**src/rtl/irq_priority_resolver.sv**
```systemverilog
module irq_priority_resolver #(
  parameter int N       = 8,
  parameter int CASCADE = 2
) (
  input  logic                 clk,
  input  logic                 rst_n,
  input  logic [N-1:0]         req_in,
  input  logic [N-1:0]         trig_level,
  input  logic [N-1:0]         mask,
  input  logic [N-1:0]         in_service,
  input  logic [$clog2(N)-1:0] rot_base,
  input  logic                 spec_mask,
  input  logic                 nested_mode,
  input  logic                 is_master,
  input  logic                 ack_en,
  input  logic [$clog2(N)-1:0] ack_idx,
  output logic                 irq_out,
  output logic [$clog2(N)-1:0] irq_line
);
  localparam int IW = $clog2(N);
  localparam int PW = IW + 1;

  logic [N-1:0]  prev_q, pend_q, pend_nxt, rise, ack_vec, cand, isr_eff;
  logic [PW-1:0] pb, cb;
  logic          win;

  function automatic logic [PW-1:0] best(input logic [N-1:0] v, input logic [IW-1:0] off);
    best = PW'(N);
    for (int p = N - 1; p >= 0; p--)
      if (v[IW'(p) + off]) best = PW'(p);
  endfunction

  assign rise     = req_in & ~prev_q;
  assign ack_vec  = ack_en ? (N'(1) << ack_idx) : '0;
  assign pend_nxt = (trig_level & req_in) | (~trig_level & ((pend_q & ~ack_vec) | rise));
  assign cand     = pend_nxt & ~mask;

  always_comb begin
    isr_eff = in_service;
    if (spec_mask) isr_eff = isr_eff & ~mask;
    if (nested_mode && is_master) isr_eff[CASCADE] = 1'b0;
  end

  assign pb  = best(cand, rot_base);
  assign cb  = best(isr_eff, rot_base);
  assign win = pb < cb;

  always_ff @(posedge clk or negedge rst_n) begin
    if (!rst_n) begin
      prev_q   <= '0;
      pend_q   <= '0;
      irq_out  <= 1'b0;
      irq_line <= '0;
    end else begin
      prev_q   <= req_in;
      pend_q   <= pend_nxt;
      irq_out  <= win;
      irq_line <= win ? pb[IW-1:0] + rot_base : '0;
    end
  end

  for (genvar i = 0; i < N; i++) begin : g_chk
    assert_edge_no_relatch_R2: assert property (@(posedge clk) disable iff (!rst_n)
      $past(rst_n) && !$past(trig_level[i]) && $past(prev_q[i]) && !$past(pend_q[i])
      |-> !pend_q[i]);
    assert_level_follows_R3: assert property (@(posedge clk) disable iff (!rst_n)
      $past(rst_n) && $past(trig_level[i]) |-> pend_q[i] == $past(req_in[i]));
    assert_ack_clears_R4: assert property (@(posedge clk) disable iff (!rst_n)
      $past(rst_n) && $past(ack_en) && $past(ack_idx) == IW'(i) && !$past(trig_level[i])
      && !($past(req_in[i]) && !$past(prev_q[i])) |-> !pend_q[i]);
  end

  assert_winner_unmasked_R5: assert property (@(posedge clk) disable iff (!rst_n)
    $past(rst_n) && irq_out |-> (($past(mask) >> irq_line) & N'(1)) == '0);
  assert_winner_pending_R6: assert property (@(posedge clk) disable iff (!rst_n)
    irq_out |-> pend_q[irq_line]);
  assert_idle_line_zero_R10: assert property (@(posedge clk) disable iff (!rst_n)
    !irq_out |-> irq_line == '0);
endmodule

```
**config.mk**
```make
export PLATFORM = sky130hd
export DESIGN_NAME = irq_priority_resolver
export DESIGN_NICKNAME = d
export VERILOG_FILES = /design/src/rtl/irq_priority_resolver.sv
export SDC_FILE = /design/constraint.sdc
export NUM_CORES = 1
export LEC_CHECK = 0
export CORE_ASPECT_RATIO = 2
export CORE_MARGIN = 5
export CORE_UTILIZATION = 48
export CTS_CLUSTER_DIAMETER = 200
export DETAILED_ROUTE_END_ITERATION = 8
export PLACE_DENSITY = 0.88
export SETUP_SLACK_MARGIN = 0.15
export SLEW_MARGIN = 20
export SYNTH_ARGS = -nofsm -noshare
export SYNTH_HDL_FRONTEND = slang
export SYNTH_SLANG_ARGS = --single-unit
```
**constraint.sdc**
```tcl
create_clock -name clk -period 2.9 [get_ports clk]
set_input_delay 0.58 -clock clk [delete_from_list [all_inputs] [get_ports clk]]
set_output_delay 0.58 -clock clk [all_outputs]
set_load 0.05 [all_outputs]
```
Word-level counts from Yosys, hierarchy flattened
Index checks and enable logic that the tools add are counted.
{"block": "totals", "regBits": 20, "in_bits": 44, "out_inout_bits": 4}
{"block": "classes", "n_shift": 1, "order_cmp": 9, "addsub": 8, "mux": 52, "bitwise_logic": 12, "reduce_logical": 1}
{"operator": "4-bit 2-to-1 mux", "count": 16}
{"operator": "8-bit bitwise AND", "count": 6}
{"operator": "1-bit binary-select mux with 3-bit select", "count": 16}
{"operator": "3-bit by 4-bit less-than comparator with 1-bit output (second input constant)", "count": 8}
{"operator": "8-bit inverter", "count": 4}
{"operator": "1-bit 2-to-1 mux", "count": 17}
{"operator": "8-bit 2-to-1 mux", "count": 2}
{"operator": "8-bit bitwise OR", "count": 2}
{"operator": "3-bit adder (first input constant)", "count": 4}
{"operator": "1-bit by 3-bit left shift with 8-bit output (first input constant)", "count": 1}
{"operator": "2-bit by 3-bit adder with 3-bit output (first input constant)", "count": 2}
{"operator": "4-bit less-than comparator", "count": 1}
{"operator": "1-bit by 3-bit adder with 3-bit output (first input constant)", "count": 1}
{"operator": "3-bit adder", "count": 1}
{"operator": "3-bit 2-to-1 mux", "count": 1}
{"operator": "1-bit logical AND", "count": 1}

Depth between registers and ports, before layout
Gate-level depths: netlist of run 1.
{"block": "depth", "word_depth": 20, "mapped_depth": 18, "mapped_depth_nobuf": 16}

Least setup slack after synthesis of run 1
No wires, ideal clock.
{"block": "synth_path", "kind": "input-to-reg", "start": "input rot_base[0]", "end": "register irq_line[2]", "path_stages": 15, "path_buffers": 2, "t_arrival_ps": 3720, "setup_time_ps": 124, "slack_ps": -943, "cell_sequence": "inv_2 > buf_1 > ha_1 > xnor2_1 > clkbuf_1 > mux4_2 > o311ai_0 > a32oi_1 > nor2_1 > ha_1 > inv_1 > fa_1 > xnor2_1 > xnor2_1 > nor2_2"}
{"block": "synth_between", "elab_chain_cells": 13, "elab_cells_between_ends": 58}
{"element": "from (decl)", "line_no": "11", "text": "input logic [$clog2(N)-1:0] rot_base,"}
{"element": "3-bit adder", "line_no": "30", "text": "if (v[IW'(p) + off]) best = PW'(p);"}
{"element": "1-bit binary-select mux with 3-bit select", "line_no": "30"}
{"element": "1-bit 2-to-1 mux (implied by the code)", "line_no": "30"}
{"element": "4-bit 2-to-1 mux (8 in a row)", "line_no": "30"}
{"element": "4-bit less-than comparator or 3-bit adder (tied branches)", "line_no": "46, 58"}
{"element": "3-bit 2-to-1 mux (*)", "line_no": "58", "text": "irq_line <= win ? pb[IW-1:0] + rot_base : '0;"}
{"element": "to (signal assigned)", "line_no": "58"}
{"element": "to (decl)", "line_no": "18", "text": "output logic [$clog2(N)-1:0] irq_line"}
Mark *: on every way between the ends. The rest lies on a longest branch, timed or not. The select of a mux whose other input is x is not followed.

Worst setup path in the final report of run 1
{"block": "layout_path", "start": "input trig_level[2]", "end": "register irq_line[2]"}
{"block": "layout_between", "elab_chain_cells": 16, "elab_cells_between_ends": 32}
{"element": "from (decl)", "line_no": "8", "text": "input logic [N-1:0] trig_level,"}
{"element": "8-bit inverter", "line_no": "35", "text": "assign pend_nxt = (trig_level & req_in) | (~trig_level & ((pend_q & ~ack_vec) | rise));"}
{"element": "8-bit bitwise AND", "line_no": "35"}
{"element": "8-bit bitwise OR (*)", "line_no": "35"}
{"element": "8-bit bitwise AND (*)", "line_no": "36", "text": "assign cand = pend_nxt & ~mask;"}
{"element": "1-bit binary-select mux with 3-bit select", "line_no": "30"}
{"element": "1-bit 2-to-1 mux (implied by the code)", "line_no": "30"}
{"element": "4-bit 2-to-1 mux (7 in a row)", "line_no": "30"}
{"element": "4-bit 2-to-1 mux (*)", "line_no": "30"}
{"element": "4-bit less-than comparator or 3-bit adder (tied branches)", "line_no": "46, 58"}
{"element": "3-bit 2-to-1 mux (*)", "line_no": "58"}
Marked as above.

==> results.py, run 1 <==
metrics = {
    "worst_setup_path": {
        "reg2reg_to": "irq_line[1]",
        "crit_fanout": 4,
        "cp-end-kind": "register",
        "crit_type": "in2reg",
        "cp.required_ns": 3.05,
        "reg2reg_depth": 15,
        "regToRegSetupSlack_ns": -0.35,
        "reg2reg_from": "pend_q[3]",
        "worstPathArrival_ns": 3.64,
        "start_kind": "primary input",
    },
    "final_layout": {
        "finish.utilization": 0.811,
        "instances_no_fill": 427,
        "diodes": 0,
        "final_net_count": 423,
        "drive_above_1_share": 0.530,
        "syn_to_final_growth_pct": 65.1,
    },
    "sta": {
        "slew_headroom": 0.667,
        "final.period_utilization": 1.20,
        "setup_slack_ns": -0.587,
        "finalSetupViolCount": 4,
        "tns_ns": -2.14,
        "rsz0062_at_grt": "true",
        "period_needed_ns": 3.49,
        "hold_viol": 0,
        "worst_pin_slew_ns": 0.498,
        "skew_ns": 0.00744,
        "timing.fmax_mhz": 287,
        "slew_viol_final": 0,
    },
    "floorplanning": {
        "die_w_um": 59.9,
        "core_area_mm2": 0.00486,
        "dieArea_mm2": 0.00658,
        "start_util": 0.491,
        "io-pin-count": 48,
        "die_h_um": 110,
        "std_cell_rows": 36,
    },
    "global_routing": {
        "grt_usage": 0.304,
        "grt_pass1_vias": 3061,
        "grt_pass1_wl_um": 14900,
        "grt_start_max_net_pins": 21,
        "antenna_found_initial": 0,
        "grt_overflow": 0,
    },
    "yosys": {
        "muxShareOfSynthArea": 0.272,
        "synth-main-ff-cell": "dfrtp_1",
        "avgSynthCellArea_um2": 10.1,
        "syn-num-nets": 288,
        "ys_seq_area_frac": 0.209,
        "synth-async-reset-ratio": 1.00,
        "synth_cell_types": 55,
        "yosysWarningCount": 0,
        "synth-simple-area-share": 0.171,
        "synth_adder_area_share": 0.0398,
        "syn_area_mm2": 0.00239,
        "ys_ff_latch": 20,
        "synth_top_family_by_area": "multiplexers",
        "synth_edf_count": 0,
        "synthXorXnorAreaFrac": 0.0220,
        "synth_compound_area_frac": 0.234,
        "syn_inst": 237,
    },
    "min_path": {
        "min_from": "req_in[2]",
        "min_to": "prev_q[2]",
        "worstHoldPathType": "in2reg",
        "hold_depth": 1,
    },
    "routing": {
        "vias": 2887,
        "wire_per_inst_um": 22.9,
        "drt-initial-drc-count": 188,
        "detail_route.first_pass.iterations": 5,
        "postRouteAntennaNets": 0,
        "remaining_drc_errors": 0,
        "routed_wl_um": 9770,
        "vias_per_cell": 6.76,
    },
    "clock_network": {
        "clock_path_buffers": 2,
        "insertion_delay_ns": 0.26,
        "clock-sinks": 20,
        "cts_buffers": 3,
        "cts_hold_buf": 0,
        "h-tree-depth": 1,
        "cts.clk_slew.worst_paths_ns": 0.08,
        "ctsRootBufferMaster": "clkbuf_8",
        "tritoncts": "yes",
    },
    "placement": {
        "hpwl_um": 6630,
        "dp_cells": 408,
        "port-buffer-count": 47,
        "gp_congestion": 0.989,
    },
    "job": {
        "drv_cap": 0,
    },
    "pwr": {
        "p_leak_nw": 1.75,
        "power.density_mw_per_mm2": 387,
        "peakVddDrop_v": 0.000523,
    },
    "run_status": {
        "violations": "negative setup slack",
        "status": "finished, violations left",
    },
}
-- per-stage QoR --
step	setup slack, ns	power [W]	instance area, um2	hold WS, ns
after global routing	-0.680	0.00161	3950	0.463
after floorplan	-0.460	0.000844	2450	0.284
after detailed placement	-1.24	0.00118	3500	0.511
final	-0.587	0.00153	3950	0.480
after CTS	-0.487	0.00146	3840	0.528
after global placement	-1.12	0.00115	3500	0.495
-- kinds of logic (layout without fill, tap and decap cells) --
| group | after synthesis | in the layout |
|---|---|---|
| fa+ha+maj | 7 | 7 |
| buf+inv | 32 | 165 |
| compound gates | 69 | 69 |
| simple gates | 63 | 63 |
| mux | 40 | 40 |
| flops | 20 | 20 |
| xor+xnor | 6 | 6 |
-- registers in the layout, indices dropped and copies added, names as in the netlist --
name / cells
pend_q: 8
irq_line: 3
prev_q: 8
irq_out: 1
-- worst max-delay path by stage --
stage | from | endpoint
6_report | trig_level[2] | irq_line[2]
5_1_grt | mask[4] | irq_line[1]
4_1_cts | ack_idx[1] | irq_line[0]
3_5_place_dp | ack_en | irq_line[0]
3_3_place_gp | ack_idx[0] | irq_line[2]
2_1_floorplan | ack_idx[2] | irq_line[0]
-- metal layers --
metal | up-vias | GRT usage | wire length, um
li1 | 1229 | - | -
met2 | 199 | 0.536 | 5200
met4 | 0 | 0.241 | 928
met3 | 85 | 0.0599 | 596
met1 | 1374 | 0.291 | 3050
met5 | - | 0 | 0
-- critical path: stages --
cell	delay [ns]
dlygate4sd2_1	0.25
buf_4	0.14
nor2b_1	0.23
o32a_1	0.29
mux2i_1	0.14
buf_4	0.16
mux4_2	0.47
a21oi_2	0.14
a32oi_1	0.14
nor2_1	0.13
ha_2	0.18
inv_1	0.06
fa_2	0.35
xnor2_2	0.16
xnor2_2	0.18
nor2_2	0.06
-- cells in the mapped netlist (4+ instances only) --
cell | number | area [um2]
ha_1 | 6 | 75.1
nor2_1 | 9 | 33.8
a21boi_0 | 9 | 67.6
o32a_1 | 6 | 60.1
xnor2_1 | 5 | 43.8
nand2_1 | 9 | 33.8
a21oi_1 | 7 | 35.0
o32ai_1 | 12 | 105
nor2b_1 | 7 | 43.8
o21ai_0 | 7 | 35.0
mux4_2 | 17 | 383
or3b_2 | 6 | 52.6
dfrtp_1 | 20 | 500
o22ai_1 | 5 | 31.3
buf_1 | 4 | 15.0
and4b_1 | 4 | 40.0
inv_1 | 21 | 78.8
mux2i_1 | 17 | 170
mux2_2 | 4 | 45.0
a32o_1 | 4 | 40.0
nand2b_1 | 5 | 31.3
-- layout make-up --
type / count / area, um2
fill: 267 / 918
timing repair buffer: 139 / 1140
sequential: 20 / 500
inverter: 23 / 90.1
multi-input combinational: 185 / 2100
tap: 57 / 71.3
clock buffer: 3 / 41.3
-- repair_timing --
action / CTS / global route
pin swaps: 37 / 17
resized for setup: 117 / 26
buffers inserted: 14 / 2
hold endpoints to repair: 0 / 0
setup endpoints to repair: 4 / 4
-- power by group --
group / internal (W) / leakage, nW / switching (W)
Sequential: 0.000319 / 0.236 / 0.0000151
Combinational: 0.000490 / 1.49 / 0.000510
Clock: 0.0000927 / 0.0216 / 0.0000981
-- placed cells by master, fill, tap and decap left out, types with 4 or more instances in the layout --
master            n
dfrtp_1          20
o32ai_2           5
inv_2             5
clkdlybuf4s50_1  16
a21boi_1          5
mux2_2            4
buf_4            85
dlygate4sd2_1    13
or3b_4            6
buf_2             7
o21ai_0           6
inv_1            16
nor2b_1           7
clkdlybuf4s15_1   4
mux2i_1          15
nor2_1            6
nand2_1           8
o32ai_1           7
mux4_2           19
a21oi_2           4
buf_6             8
o32a_1            6
(Power assumes the default switching activity.)
==> run 2: changes to the inputs <==
SKIP_LAST_GASP = 1   (was default)
==> results of run 2 <==
The final DEF is identical to that of run 1; final timing and power are the same.
==> run 3: changes to the inputs <==
CORE_UTILIZATION = 53   (was 48)
PLACE_DENSITY = 0.92   (was 0.88)
RECOVER_POWER = 50   (was default)
REMOVE_ABC_BUFFERS = 1   (was default)
clock period = 3.3 ns   (was 2.9 ns; I/O delays follow)
==> run 3 against run 2 <==
Net effect: the run still ends with negative setup slack left; sequential cell count is the same; non-clock buffer count fell by 9; sequential power decreased by 12%; critical path depth is 1 lower; routed wire length increased by 17%; sequential share of layout area up 0.11 points; via count rose by 5.2%; register-to-register slack improved by 0.22 ns; core utilization is 8.1 points higher; first-iteration DRC count increased by 96%; clock power increased by 36%; largest cell class unchanged.
==> results.py, run 3 (synthesis results as in run 1) <==
metrics = {
    "pwr": {
        "peakVddDrop_v": 0.000438,
        "p_total_w": 0.00147,
        "power.density_mw_per_mm2": 376,
        "p_leak_nw": 1.71,
    },
    "floorplanning": {
        "io-pin-count": 48,
        "std_cell_rows": 34,
        "start_util": 0.545,
        "die_h_um": 105,
        "core_area_mm2": 0.00438,
        "die_w_um": 57.5,
        "dieArea_mm2": 0.00603,
    },
    "global_routing": {
        "grt_start_max_net_pins": 23,
        "grt_overflow": 0,
        "grt_pass1_wl_um": 16200,
        "antenna_found_initial": 0,
        "grt_usage": 0.348,
        "grt_pass1_vias": 3206,
    },
    "run_status": {
        "status": "finished, violations left",
        "violations": "negative setup slack",
    },
    "final_layout": {
        "largest_registers": "pend_q x8, prev_q x8, irq_line x3",
        "final_common_cell": "buf_4",
        "drive_above_1_share": 0.517,
        "diodes": 0,
        "nFillCells": 179,
        "final_net_count": 414,
        "layout_common_cells": "buf_4, dfrtp_1, mux4_2",
        "syn_to_final_growth_pct": 63.7,
    },
    "worst_setup_path": {
        "reg2reg_depth": 15,
        "reg2reg_from": "pend_q[4]",
        "cp.required_ns": 3.52,
        "crit_path_frequent_cell": "nand2b_1",
        "cp.depth": 15,
        "reg2reg_to": "irq_line[0]",
        "worstSetupStartpoint": "ack_idx[0]",
        "crit_type": "in2reg",
        "crit_path_end": "irq_line[0]",
        "start_kind": "primary input",
        "worst_path_largest_cell_delay_ns": 0.55,
        "worst-path-buf-inv": 1,
        "worstPathArrival_ns": 3.93,
        "cp_slowest_cell": "or4b_4",
        "cp-end-kind": "register",
        "regToRegSetupSlack_ns": -0.13,
        "path_delay_family": "compound AO/OA/AOI/OAI gates",
        "path_cells": "buf_6 > or4b_4 > a32o_2 > mux4_2 > nor2_2 > a22o_1 > nand2b_1 > a21oi_2 > ha_1 > o21a_1 > o21ai_2 > nand2b_1 > o211ai_1 > o211ai_2 > nor2_1",
        "crit_fanout": 4,
    },
    "sta": {
        "worst_pin_slew_ns": 0.954,
        "rsz0062_at_grt": "true",
        "slew_headroom": 0.362,
        "setup_slack_ns": -0.411,
        "period_needed_ns": 3.71,
        "timing.fmax_mhz": 269,
        "hold_viol": 0,
        "final.period_utilization": 1.12,
        "skew_ns": 0.0111,
        "finalSetupViolCount": 4,
        "worst_hold_slack_ns": 0.536,
        "slew_viol_final": 0,
    },
    "clock_network": {
        "cts_buffers": 3,
        "clock-sinks": 20,
        "ctsRootBufferMaster": "clkbuf_8",
        "tritoncts": "yes",
        "h-tree-depth": 1,
        "insertion_delay_ns": 0.28,
        "clock_path_buffers": 2,
        "cts.clk_slew.worst_paths_ns": 0.09,
    },
    "routing": {
        "postRouteAntennaNets": 0,
        "routed_wl_um": 11400,
        "vias": 3036,
        "detail_route.first_pass.iterations": 6,
        "remaining_drc_errors": 0,
        "vias_per_cell": 7.30,
        "drt-initial-drc-count": 369,
        "wire_per_inst_um": 27.5,
    },
    "placement": {
        "gp_congestion": 1.00,
        "hpwl_um": 6530,
        "port-buffer-count": 47,
    },
    "min_path": {
        "hold_depth": 1,
        "worstHoldPathType": "reg2reg",
    },
    "job": {
        "drv_cap": 0,
    },
}
==> run 3: final cells by class <==
type | count | area (um2) | share of cell area
Sequential cell | 20 | 500 | 0.128
Multi-Input combinational cell | 185 | 2100 | 0.538
Clock inverter | 1 | 30.0 | 0.00768
Timing Repair Buffer | 130 | 1080 | 0.276
Inverter | 23 | 87.6 | 0.0224
Clock buffer | 3 | 41.3 | 0.0106
Tap cell | 54 | 67.6 | 0.0173
==> run 3: repair_timing <==
| action | CTS | global route |
|---|---|---|
| resized for setup | 133 | 15 |
| buffers inserted | 19 | 3 |
| hold buffers | 0 | 0 |
| pin swaps | 44 | 25 |
| setup endpoints to repair | 4 | 4 |
| hold endpoints to repair | 0 | 0 |
==> run 3: worst min path at each step <==
stage	start	slack [ns]	end
after global routing	pend_q[7]	0.56	pend_q[7]
after global placement	pend_q[7]	0.50	pend_q[7]
after detailed placement	pend_q[0]	0.51	pend_q[0]
after floorplan	rst_n	0.36	irq_line[0]
after CTS	pend_q[0]	0.53	pend_q[0]
final	pend_q[0]	0.54	pend_q[0]
==> run 3: metrics by stage <==
stage          instances  worst slack [ns]  setup TNS, ns  instance area (um2)  utilization
5_1_grt              416            -0.522          -2.01                 3910        0.893
2_1_floorplan        228            -0.545          -1.96                 2350            -
4_1_cts              413            -0.192         -0.613                 3820        0.871
3_5_place_dp         390             -1.06          -4.12                 3350        0.764
3_3_place_gp         390            -0.870          -3.45                 3350        0.764
6_report             416            -0.411          -1.55                 3910        0.893
==> run 3: report_power, final <==
group          leakage (nW)  internal, W  switching [W]
clock                0.0357     0.000163      0.0000968
combinational          1.44     0.000429       0.000488
sequential            0.236     0.000281      0.0000142
==> run 3: metal layers <==
metal  global-route usage  part of all wire  vias to the layer above
met5                    0                 0                        -
met4                0.249             0.087                        0
met3               0.0506             0.087                      102
met2                0.620              0.51                      307
met1                0.350              0.31                     1421
li1                     -                 -                     1206
